--- src/rtl/obs_clk_pkg.sv ---
package obs_clk_pkg;

   // Register byte offsets (software-visible map)
   localparam int unsigned OFS_SRC_SEL = 32'h104;
   localparam int unsigned OFS_OBS_DIV = 32'h124;
   localparam int unsigned OFS_BP_DIV  = 32'h12C;
   localparam int unsigned OFS_GATE    = 32'h148;

   // Field positions
   localparam int unsigned DIV_EN_BIT   = 15;
   localparam int unsigned GATE_AUX_BIT = 0;
   localparam int unsigned GATE_OBS_BIT = 1;

   // Divider channel identifiers used by the generate loop in the top
   typedef enum logic [0:0] {
      CH_OBS = 1'b0,
      CH_BP  = 1'b1
   } div_ch_e;

endpackage

--- src/rtl/obs_clk_regs.sv ---
module obs_clk_regs
   import obs_clk_pkg::*;
#(
   parameter int ADDR_W  = 12,
   parameter int DATA_W  = 32,
   parameter int SEL_W   = 2,
   parameter int RATIO_W = 5
) (
   input  logic               clk,
   input  logic               rst_n,
   input  logic               bus_wr,
   input  logic [ADDR_W-1:0]  bus_addr,
   input  logic [DATA_W-1:0]  bus_wdata,
   output logic [DATA_W-1:0]  bus_rdata,
   output logic [SEL_W-1:0]   sel_q,
   output logic [RATIO_W-1:0] obs_ratio_q,
   output logic               obs_en_q,
   output logic [RATIO_W-1:0] bp_ratio_q,
   output logic               obs_gate_q,
   output logic               aux_gate_q
);

   localparam logic [ADDR_W-1:0] A_SEL  = ADDR_W'(OFS_SRC_SEL);
   localparam logic [ADDR_W-1:0] A_ODIV = ADDR_W'(OFS_OBS_DIV);
   localparam logic [ADDR_W-1:0] A_BDIV = ADDR_W'(OFS_BP_DIV);
   localparam logic [ADDR_W-1:0] A_GATE = ADDR_W'(OFS_GATE);

   logic hit_sel, hit_odiv, hit_bdiv, hit_gate;
   logic wdata_unused;

   assign hit_sel  = (bus_addr == A_SEL);
   assign hit_odiv = (bus_addr == A_ODIV);
   assign hit_bdiv = (bus_addr == A_BDIV);
   assign hit_gate = (bus_addr == A_GATE);
   assign wdata_unused = ^bus_wdata;

   // Source select: accepted only while the observation gate is closed
   always_ff @(posedge clk or negedge rst_n) begin
      if (!rst_n) begin
         sel_q <= '0;
      end else if (bus_wr && hit_sel && !obs_gate_q) begin
         sel_q <= bus_wdata[SEL_W-1:0];
      end
   end

   always_ff @(posedge clk or negedge rst_n) begin
      if (!rst_n) begin
         obs_ratio_q <= '0;
         obs_en_q    <= 1'b0;
      end else if (bus_wr && hit_odiv) begin
         obs_ratio_q <= bus_wdata[RATIO_W-1:0];
         obs_en_q    <= bus_wdata[DIV_EN_BIT];
      end
   end

   always_ff @(posedge clk or negedge rst_n) begin
      if (!rst_n) begin
         bp_ratio_q <= '0;
      end else if (bus_wr && hit_bdiv) begin
         bp_ratio_q <= bus_wdata[RATIO_W-1:0];
      end
   end

   always_ff @(posedge clk or negedge rst_n) begin
      if (!rst_n) begin
         obs_gate_q <= 1'b0;
         aux_gate_q <= 1'b0;
      end else if (bus_wr && hit_gate) begin
         obs_gate_q <= bus_wdata[GATE_OBS_BIT];
         aux_gate_q <= bus_wdata[GATE_AUX_BIT];
      end
   end

   always_comb begin
      bus_rdata = '0;
      if (hit_sel) begin
         bus_rdata[SEL_W-1:0] = sel_q;
      end else if (hit_odiv) begin
         bus_rdata[RATIO_W-1:0] = obs_ratio_q;
         bus_rdata[DIV_EN_BIT]  = obs_en_q;
      end else if (hit_bdiv) begin
         bus_rdata[RATIO_W-1:0] = bp_ratio_q;
      end else if (hit_gate) begin
         bus_rdata[GATE_OBS_BIT] = obs_gate_q;
         bus_rdata[GATE_AUX_BIT] = aux_gate_q;
      end
   end

endmodule

--- src/rtl/obs_clk_srcsel.sv ---
module obs_clk_srcsel #(
   parameter int N_SRC = 4,
   parameter int SEL_W = 2
) (
   input  logic [N_SRC-1:0] src_lvl,
   input  logic [SEL_W-1:0] sel,
   output logic             picked
);

   logic [N_SRC-1:0] hit;

   // AND-OR mux; a select value beyond N_SRC-1 picks nothing (low)
   for (genvar gi = 0; gi < N_SRC; gi++) begin : g_leg
      assign hit[gi] = src_lvl[gi] && (sel == SEL_W'(gi));
   end

   assign picked = |hit;

endmodule

--- src/rtl/obs_clk_divider.sv ---
module obs_clk_divider #(
   parameter int RATIO_W = 5
) (
   input  logic               clk,
   input  logic               rst_n,
   input  logic               in_lvl,
   input  logic               en,
   input  logic [RATIO_W-1:0] ratio,
   output logic               out_q
);

   logic               prev_q;
   logic [RATIO_W-1:0] cnt_q;
   logic               edge_seen;
   logic               wrap;

   assign edge_seen = in_lvl ^ prev_q;
   // >= so that lowering the ratio while running never overruns the count
   assign wrap      = (cnt_q >= ratio);

   always_ff @(posedge clk or negedge rst_n) begin
      if (!rst_n) begin
         prev_q <= 1'b0;
         cnt_q  <= '0;
         out_q  <= 1'b0;
      end else begin
         prev_q <= in_lvl;
         if (!en) begin
            cnt_q <= '0;
            out_q <= 1'b0;
         end else if (edge_seen) begin
            if (wrap) begin
               cnt_q <= '0;
               out_q <= ~out_q;
            end else begin
               cnt_q <= cnt_q + 1'b1;
            end
         end
      end
   end

endmodule

--- src/rtl/obs_clk_unit.sv ---
module obs_clk_unit
   import obs_clk_pkg::*;
#(
   parameter int N_SRC   = 4,
   parameter int RATIO_W = 5,
   parameter int ADDR_W  = 12,
   parameter int DATA_W  = 32
) (
   input  logic              clk,
   input  logic              rst_n,
   input  logic              bus_wr,
   input  logic [ADDR_W-1:0] bus_addr,
   input  logic [DATA_W-1:0] bus_wdata,
   output logic [DATA_W-1:0] bus_rdata,
   input  logic [N_SRC-1:0]  src_clk_i,
   input  logic              ref_clk_i,
   output logic              obs_clk_o,
   output logic              aux_clk_o,
   output logic              bp_clk_o
);

   localparam int SEL_W  = (N_SRC > 1) ? $clog2(N_SRC) : 1;
   localparam int N_DIVS = 2;

   // Elaboration-time parameter checks
   if (N_SRC < 2) begin : g_chk_src
      $error("obs_clk_unit: N_SRC must be at least 2");
   end
   if (RATIO_W < 1 || RATIO_W > int'(DIV_EN_BIT)) begin : g_chk_ratio
      $error("obs_clk_unit: RATIO_W must lie in 1..15");
   end
   if (DATA_W < 16) begin : g_chk_data
      $error("obs_clk_unit: DATA_W must hold the divider enable bit");
   end
   if (ADDR_W < 9) begin : g_chk_addr
      $error("obs_clk_unit: ADDR_W too small for the register map");
   end

   logic [SEL_W-1:0]   sel_q;
   logic [RATIO_W-1:0] obs_ratio_q, bp_ratio_q;
   logic               obs_en_q, obs_gate, aux_gate;
   logic [N_SRC-1:0]   src_q;
   logic               ref_q;
   logic               picked;

   obs_clk_regs #(
      .ADDR_W  (ADDR_W),
      .DATA_W  (DATA_W),
      .SEL_W   (SEL_W),
      .RATIO_W (RATIO_W)
   ) u_regs (
      .clk         (clk),
      .rst_n       (rst_n),
      .bus_wr      (bus_wr),
      .bus_addr    (bus_addr),
      .bus_wdata   (bus_wdata),
      .bus_rdata   (bus_rdata),
      .sel_q       (sel_q),
      .obs_ratio_q (obs_ratio_q),
      .obs_en_q    (obs_en_q),
      .bp_ratio_q  (bp_ratio_q),
      .obs_gate_q  (obs_gate),
      .aux_gate_q  (aux_gate)
   );

   // Sample the waveform inputs once into the system domain
   always_ff @(posedge clk or negedge rst_n) begin
      if (!rst_n) begin
         src_q <= '0;
         ref_q <= 1'b0;
      end else begin
         src_q <= src_clk_i;
         ref_q <= ref_clk_i;
      end
   end

   obs_clk_srcsel #(
      .N_SRC (N_SRC),
      .SEL_W (SEL_W)
   ) u_srcsel (
      .src_lvl (src_q),
      .sel     (sel_q),
      .picked  (picked)
   );

   // Divider channels share one implementation
   logic [N_DIVS-1:0] div_in, div_en, div_out;
   logic [RATIO_W-1:0] div_ratio [N_DIVS];

   for (genvar gd = 0; gd < N_DIVS; gd++) begin : g_div
      if (gd == int'(CH_OBS)) begin : g_obs
         assign div_in[gd]    = picked;
         assign div_en[gd]    = obs_en_q;
         assign div_ratio[gd] = obs_ratio_q;
      end else begin : g_bp
         assign div_in[gd]    = ref_q;
         assign div_en[gd]    = 1'b1;
         assign div_ratio[gd] = bp_ratio_q;
      end

      obs_clk_divider #(
         .RATIO_W (RATIO_W)
      ) u_div (
         .clk    (clk),
         .rst_n  (rst_n),
         .in_lvl (div_in[gd]),
         .en     (div_en[gd]),
         .ratio  (div_ratio[gd]),
         .out_q  (div_out[gd])
      );
   end

   assign obs_clk_o = div_out[CH_OBS] & obs_gate;
   assign aux_clk_o = ref_q & aux_gate;
   assign bp_clk_o  = div_out[CH_BP];

endmodule

--- config.mk ---
export PLATFORM = sky130hd
export DESIGN_NAME = obs_clk_unit
export DESIGN_NICKNAME = d
export VERILOG_FILES = /design/src/rtl/obs_clk_pkg.sv /design/src/rtl/obs_clk_regs.sv /design/src/rtl/obs_clk_srcsel.sv /design/src/rtl/obs_clk_divider.sv /design/src/rtl/obs_clk_unit.sv
export SDC_FILE = /design/constraint.sdc
export NUM_CORES = 1
export LEC_CHECK = 0
export ABC_AREA = 1
export BUFFER_PORTS_ARGS = -buffer_cell sky130_fd_sc_hd__buf_2
export CORE_AREA = 2 2 85 63
export CTS_CLUSTER_DIAMETER = 150
export CTS_CLUSTER_SIZE = 28
export DETAILED_ROUTE_END_ITERATION = 16
export DIE_AREA = 0 0 87 65
export PLACE_DENSITY_LB_ADDON = 0.2
export SYNTH_ARGS = -nofsm -noshare
export SYNTH_HDL_FRONTEND = slang
export SYNTH_SLANG_ARGS = --single-unit
--- constraint.sdc ---
create_clock -name clk -period 1.55 [get_ports clk]
set_input_delay 0 -clock clk [delete_from_list [all_inputs] [get_ports clk]]
set_output_delay 0 -clock clk [all_outputs]
set_load 0.01 [all_outputs]
; Word level (Yosys, flattened, before mapping)
; Cells that the tools add are included.
[word_totals]
register_bits = 34
input_bits = 52
output_inout_bits = 35
wordCells = 62
[op_classes]
addsub = 2
order_cmp = 2
n_eq_ne = 9
n_mux = 15
n_bitwise = 6
n_reduce_logical = 14
[ops]
columns = op, count
row1 = $eq A12 B9 Y1 const B, 4
row2 = $mux W5, 5
row3 = $add A5 B1 Y5 const B, 2
row4 = $ge A5 B5 Y1, 2
row5 = $logic_and A1 B1 Y1, 9
row6 = $mux W2, 3
row7 = $mux W3, 2
row8 = $mux W1, 5
row9 = $eq A2 B2 Y1 const B, 2
row10 = $ne A2 B1 Y1 const B, 2
row11 = $reduce_and A2 Y1, 2
row12 = $reduce_or A4 Y1, 1
row13 = $and A1 B1 Y1, 2
row14 = $eq A2 B1 Y1 const B, 1
row15 = $logic_not A2 Y1, 1
row16 = $not A1 Y1, 2
row17 = $xor A1 B1 Y1, 2
row18 = $logic_not A1 Y1, 1

; Longest topological paths before layout
[logic_depth]
depth_word = 6
ltp_mapped = 9

; Hierarchy
; A second synthesis with hierarchy kept.
[hier_totals]
hier_cells = 326
area_unflattened_um2 = 2398.6
[by_module_without_submodules]
columns = mod, n_inst, cells_each, area_per_inst_um2, seq_area_each_um2
row1 = obs_clk_regs, 1, 149, 1152.4, 375.4
row2 = obs_clk_divider, 2, 77, 525.5, 175.2
row3 = obs_clk_unit, 1, 10, 143.9, 125.1
row4 = obs_clk_srcsel, 1, 13, 51.3, 0.0

; Worst setup path before layout
; No wires, ideal clock.
[synth_path]
path_kind = register -> register
startpoint = register g_div[0].u_div.cnt_q[2]
endpoint = register g_div[0].u_div.cnt_q[0]
setup_time_ns = 0.065
arrival_time_ns = 1.338
t_required_ns = 1.485
slack_ns = 0.147
path_stages_with_launch = 9
n_path_buf = 0
synth_period_minus_slack_ns = 1.403
path_cell_list = dfrtp_1 > ha_1 > nand2_1 > nand2_1 > a21oi_1 > nand3_1 > nor2_1 > nand3_1 > nand2_1
[synth_between]
elab_chain_cells = 4
[synth_lines]
columns = item, line
row1 = from (decl), obs_clk_divider.sv:13  ; logic [RATIO_W-1:0] cnt_q;
row2 = from (signal assigned), obs_clk_divider.sv:36  ; cnt_q <= cnt_q + 1'b1;
row3 = $ge A5 B5 Y1, obs_clk_divider.sv:19  ; assign wrap = (cnt_q >= ratio);
row4 = $mux W5, obs_clk_divider.sv:32  ; if (wrap) begin
row5 = $mux W5, obs_clk_divider.sv:31  ; end else if (edge_seen) begin
row6 = $mux W5, obs_clk_divider.sv:28  ; if (!en) begin
; No other way between the ends. The select of a mux whose other input is x is not followed.
; A chain may end at the register's enable or synchronous reset.

; Worst setup path after layout
[layout_path]
startpoint = register u_regs.obs_ratio_q[2]
endpoint = register g_div[0].u_div.cnt_q[2]
[layout_between]
elab_chain_cells = 4
[layout_lines]
columns = item, line
row1 = from (decl), obs_clk_regs.sv:16  ; output logic [RATIO_W-1:0] obs_ratio_q,
row2 = from (signal assigned), obs_clk_regs.sv:51  ; obs_ratio_q <= bus_wdata[RATIO_W-1:0];
row3 = $ge A5 B5 Y1, obs_clk_divider.sv:19
row4 = $mux W5, obs_clk_divider.sv:32
row5 = $mux W5, obs_clk_divider.sv:31
row6 = $mux W5, obs_clk_divider.sv:28
; No other way between the ends. The select of a mux whose other input is x is not followed.

==> out/results.tsv <==
metric	value	unit
cts_tree	done	
crit_required	1790	ps
gp_congestion	0.798	
fin_tns_setup	0	ps
p_comb_share	9.8	%
start_util	46.2	%
p_seq_share	43.4	%
cts_root_buf	clkbuf_8	
reg2reg_setup_slack	70	ps
slowest_delay	420	ps
yosys_warnings	0	
yosys.cell_types.count	36	
dp_hpwl	3580	µm
insertion_delay	290	ps
drt_wl_total	4820	µm
final_cells	412	
status	completed	
drtIter0Drc	81	
worstPathArrival	1720	ps
syn_area_per_cell	7.88	µm²
slew_headroom	48.3	%
antenna_found_initial	0	
die_h	65	µm
dr.pass1.iters	4	
grtUsageMet1	25.4	%
start_kind	register	
fin_area	2830	µm²
reg2reg_to	g_div[0].u_div.cnt_q[2]	
ys_seq_area_share	37.4	%
r2r_cells	9	
grt_setup_unrepaired	true	
die_w	87	µm
p_leak	1.56	nW
grt_pass1_vias	1737	
top_usage_layer	met2	
num_vias	1910	
grt_max_degree	35	
netlist_area	2280	µm²
cts_buffers	5	
clock_path_buffers	2	
cp_slowest_cell	dfrtp_1	
power_density	752	nW/µm²
globalRouteMet2Util	26.3	%
power_switching	0.498	mW
peakVddDrop	0.663	mV
synthCells	289	
tightestPinTransition	776	ps
critPathKind	register to register	
pin_count	87	
crit_top_cell	nand2_2	
ys_ff_latch	34	
placedCellCount	386	
power_frac_clock	46.8	%
drtAntennaViolNets	0	
fin_ws	67.7	ps
die_area	5660	µm²
cp-startpoint	u_regs.obs_ratio_q[2]	
num_antenna_cells	0	
row_count	22	
area_delta_synth_final	24.3	%
fin_worst_skew	8.08	ps
avgRoutedWirePerCell	11.7	µm
max-cap-violations	0	
worstPathCellList	inv_2 > ha_4 > nand2_2 > nand2_2 > a21oi_2 > nand3_2 > nor2_1 > nand3_1 > nand2_1	
netSwitchingFraction	23.4	%
cp-end-kind	register	
gr-total-overflow	0	
cp_max_fo	4	
min_path_type	input pin to register	
grt_pass1_wl	7710	µm
hold_violations	0	
crit_end	g_div[0].u_div.cnt_q[2]	
rr_startpoint	u_regs.obs_ratio_q[2]	
drive_above_1_share	29.0	%
grtUsageMet3	5.61	%
grt_usage	17.9	%
fmax	0.675	GHz
p_int	1.63	mW
placed_area	2450	µm²
fin_nets	415	
cts_sinks	34	
core-area	4930	µm²
port_buffers	34	
htree_levels	2	
period_share	95.6	%
report.final.slew_viol_count	0	
clk_pin_slew	80	ps
dp_slack	11.6	ps
setup_viol	0	
drc_errors	0	
min_period	1480	ps
viasPerCell	4.64	
## how the worst min path moves through the flow
stage / from / endpoint / slack [ps] / cells past startpoint
floorplan: rst_n / g_div[0].u_div.cnt_q[0] / -300 / 0
global placement: src_clk_i[0] / src_q[0] / 110 / 1
detailed placement: ref_clk_i / ref_q / 110 / 1
CTS: bus_wdata[1] / u_regs.obs_ratio_q[1] / 9 / 3
global route: bus_wdata[1] / u_regs.obs_ratio_q[1] / 10 / 3
finish: bus_wdata[1] / u_regs.obs_ratio_q[1] / 10 / 3
## layout make-up
cell class,instances,area [µm²]
multi-input cells,202,1200
well taps,60,75.1
inverters,50,188
fillers,448,2100
flip-flops and latches,34,852
clock buffers,5,68.8
clock inverters,3,68.8
repair buffers,58,375
## metal layers
metal  share of wire (%)  up-vias
met5                   0        -
met4                 1.5        0
met3                 6.5        7
met2                  42       65
met1                  50      847
li1                    -      991
## through the flow
| stage | power, mW | hold WS, ps | utilization [%] |
|---|---|---|---|
| 6_report | 2.13 | 10.9 | 57.5 |
| 4_1_cts | 2.16 | 8.89 | 54.7 |
| 2_1_floorplan | 1.09 | -296 | - |
| 5_1_grt | 2.24 | 13.1 | 57.5 |
| 3_3_place_gp | 1.12 | 108 | 49.7 |
| 3_5_place_dp | 1.13 | 110 | 49.7 |
## power by group through the flow
stage          Clock, mW  Combinational [mW]  Sequential, mW
3_5_place_dp           0               0.185           0.941
4_1_cts             1.03               0.206           0.923
3_3_place_gp           0               0.183           0.940
2_1_floorplan          0               0.153           0.942
6_report           0.996               0.210           0.924
5_1_grt             1.08               0.238           0.927
## cell usage after synthesis
cell type | n | area (µm²)
o21ai_2 | 5 | 43.8
inv_1 | 47 | 176
o31ai_1 | 2 | 15.0
conb_1 | 1 | 3.75
a21oi_1 | 4 | 20.0
nor2_4 | 2 | 22.5
buf_6 | 1 | 11.3
a21o_1 | 1 | 7.51
nand2_4 | 2 | 22.5
xor2_1 | 4 | 35.0
nand3_2 | 2 | 20.0
nor2_8 | 1 | 20.0
nor2_1 | 17 | 63.8
xnor2_1 | 1 | 8.76
a21boi_0 | 1 | 7.51
nand2_2 | 4 | 25.0
and3_1 | 1 | 6.26
o21ai_0 | 4 | 20.0
nand3b_1 | 2 | 15.0
dfrtp_1 | 34 | 851
nand3b_4 | 1 | 20.0
inv_2 | 3 | 11.3
o22ai_1 | 1 | 6.26
nor3_1 | 1 | 5.00
ha_1 | 12 | 150
o21ai_1 | 7 | 35.0
a21oi_2 | 1 | 8.76
nand4_1 | 10 | 62.6
nand3_1 | 24 | 120
buf_4 | 26 | 195
o21a_1 | 1 | 7.51
nor4_1 | 1 | 6.26
nor2_2 | 2 | 12.5
o21bai_1 | 1 | 7.51
nand2_1 | 61 | 229
buf_2 | 1 | 5.00
## repair_timing
action                                  CTS  global route
pin swaps                                 1            12
cloned                                    0             0
buffers inserted                          0             8
hold endpoints to repair                 44             0
endpoints found under the setup margin    2             9
hold buffers                             10             0
resized for setup                         2            21
## registers in the layout, summed over array words and instances, names as in the netlist
register            cells
g_div.u_div.cnt_q      10
g_div.u_div.out_q       2
g_div.u_div.prev_q      2
ref_q                   1
src_q                   4
u_regs.aux_gate_q       1
u_regs.bp_ratio_q       5
u_regs.obs_en_q         1
u_regs.obs_gate_q       1
u_regs.obs_ratio_q      5
u_regs.sel_q            2
## cell families after synthesis
family,synth area share (%)
and+or+nand+nor,28.6
buffers and inverters,17.5
DFF,37.4
AOI/OAI and AO/OA,7.86
adders and majority gates,6.59
xor gates and xnor gates,1.92
other,0.165
## critical path, delay by kind of cell, from the launching register on
| kind | cells | cell delay (ps) |
|---|---|---|
| buffers and inverters | 1 | 80 |
| flip-flops | 1 | 420 |
| AO/OA/AOI/OAI | 1 | 150 |
| AND/OR/NAND/NOR | 6 | 560 |
| adder cells (fa/ha/maj) | 1 | 200 |
## cells in the final DEF, fill, tap and decap left out, types with 4 or more instances in the layout
cell / instances
nand2_1: 57
buf_4: 14
nand3_1: 23
o21ai_1: 7
conb_1: 26
dfrtp_1: 33
inv_1: 40
nand2_2: 8
inv_2: 10
nor2_1: 13
clkbuf_8: 5
xor2_1: 4
dlygate4sd3_1: 10
o21ai_2: 5
ha_1: 8
o21ai_0: 4
nand4_1: 10
nor2_2: 6
buf_2: 34
ha_4: 4
(Power assumes the default switching activity.)
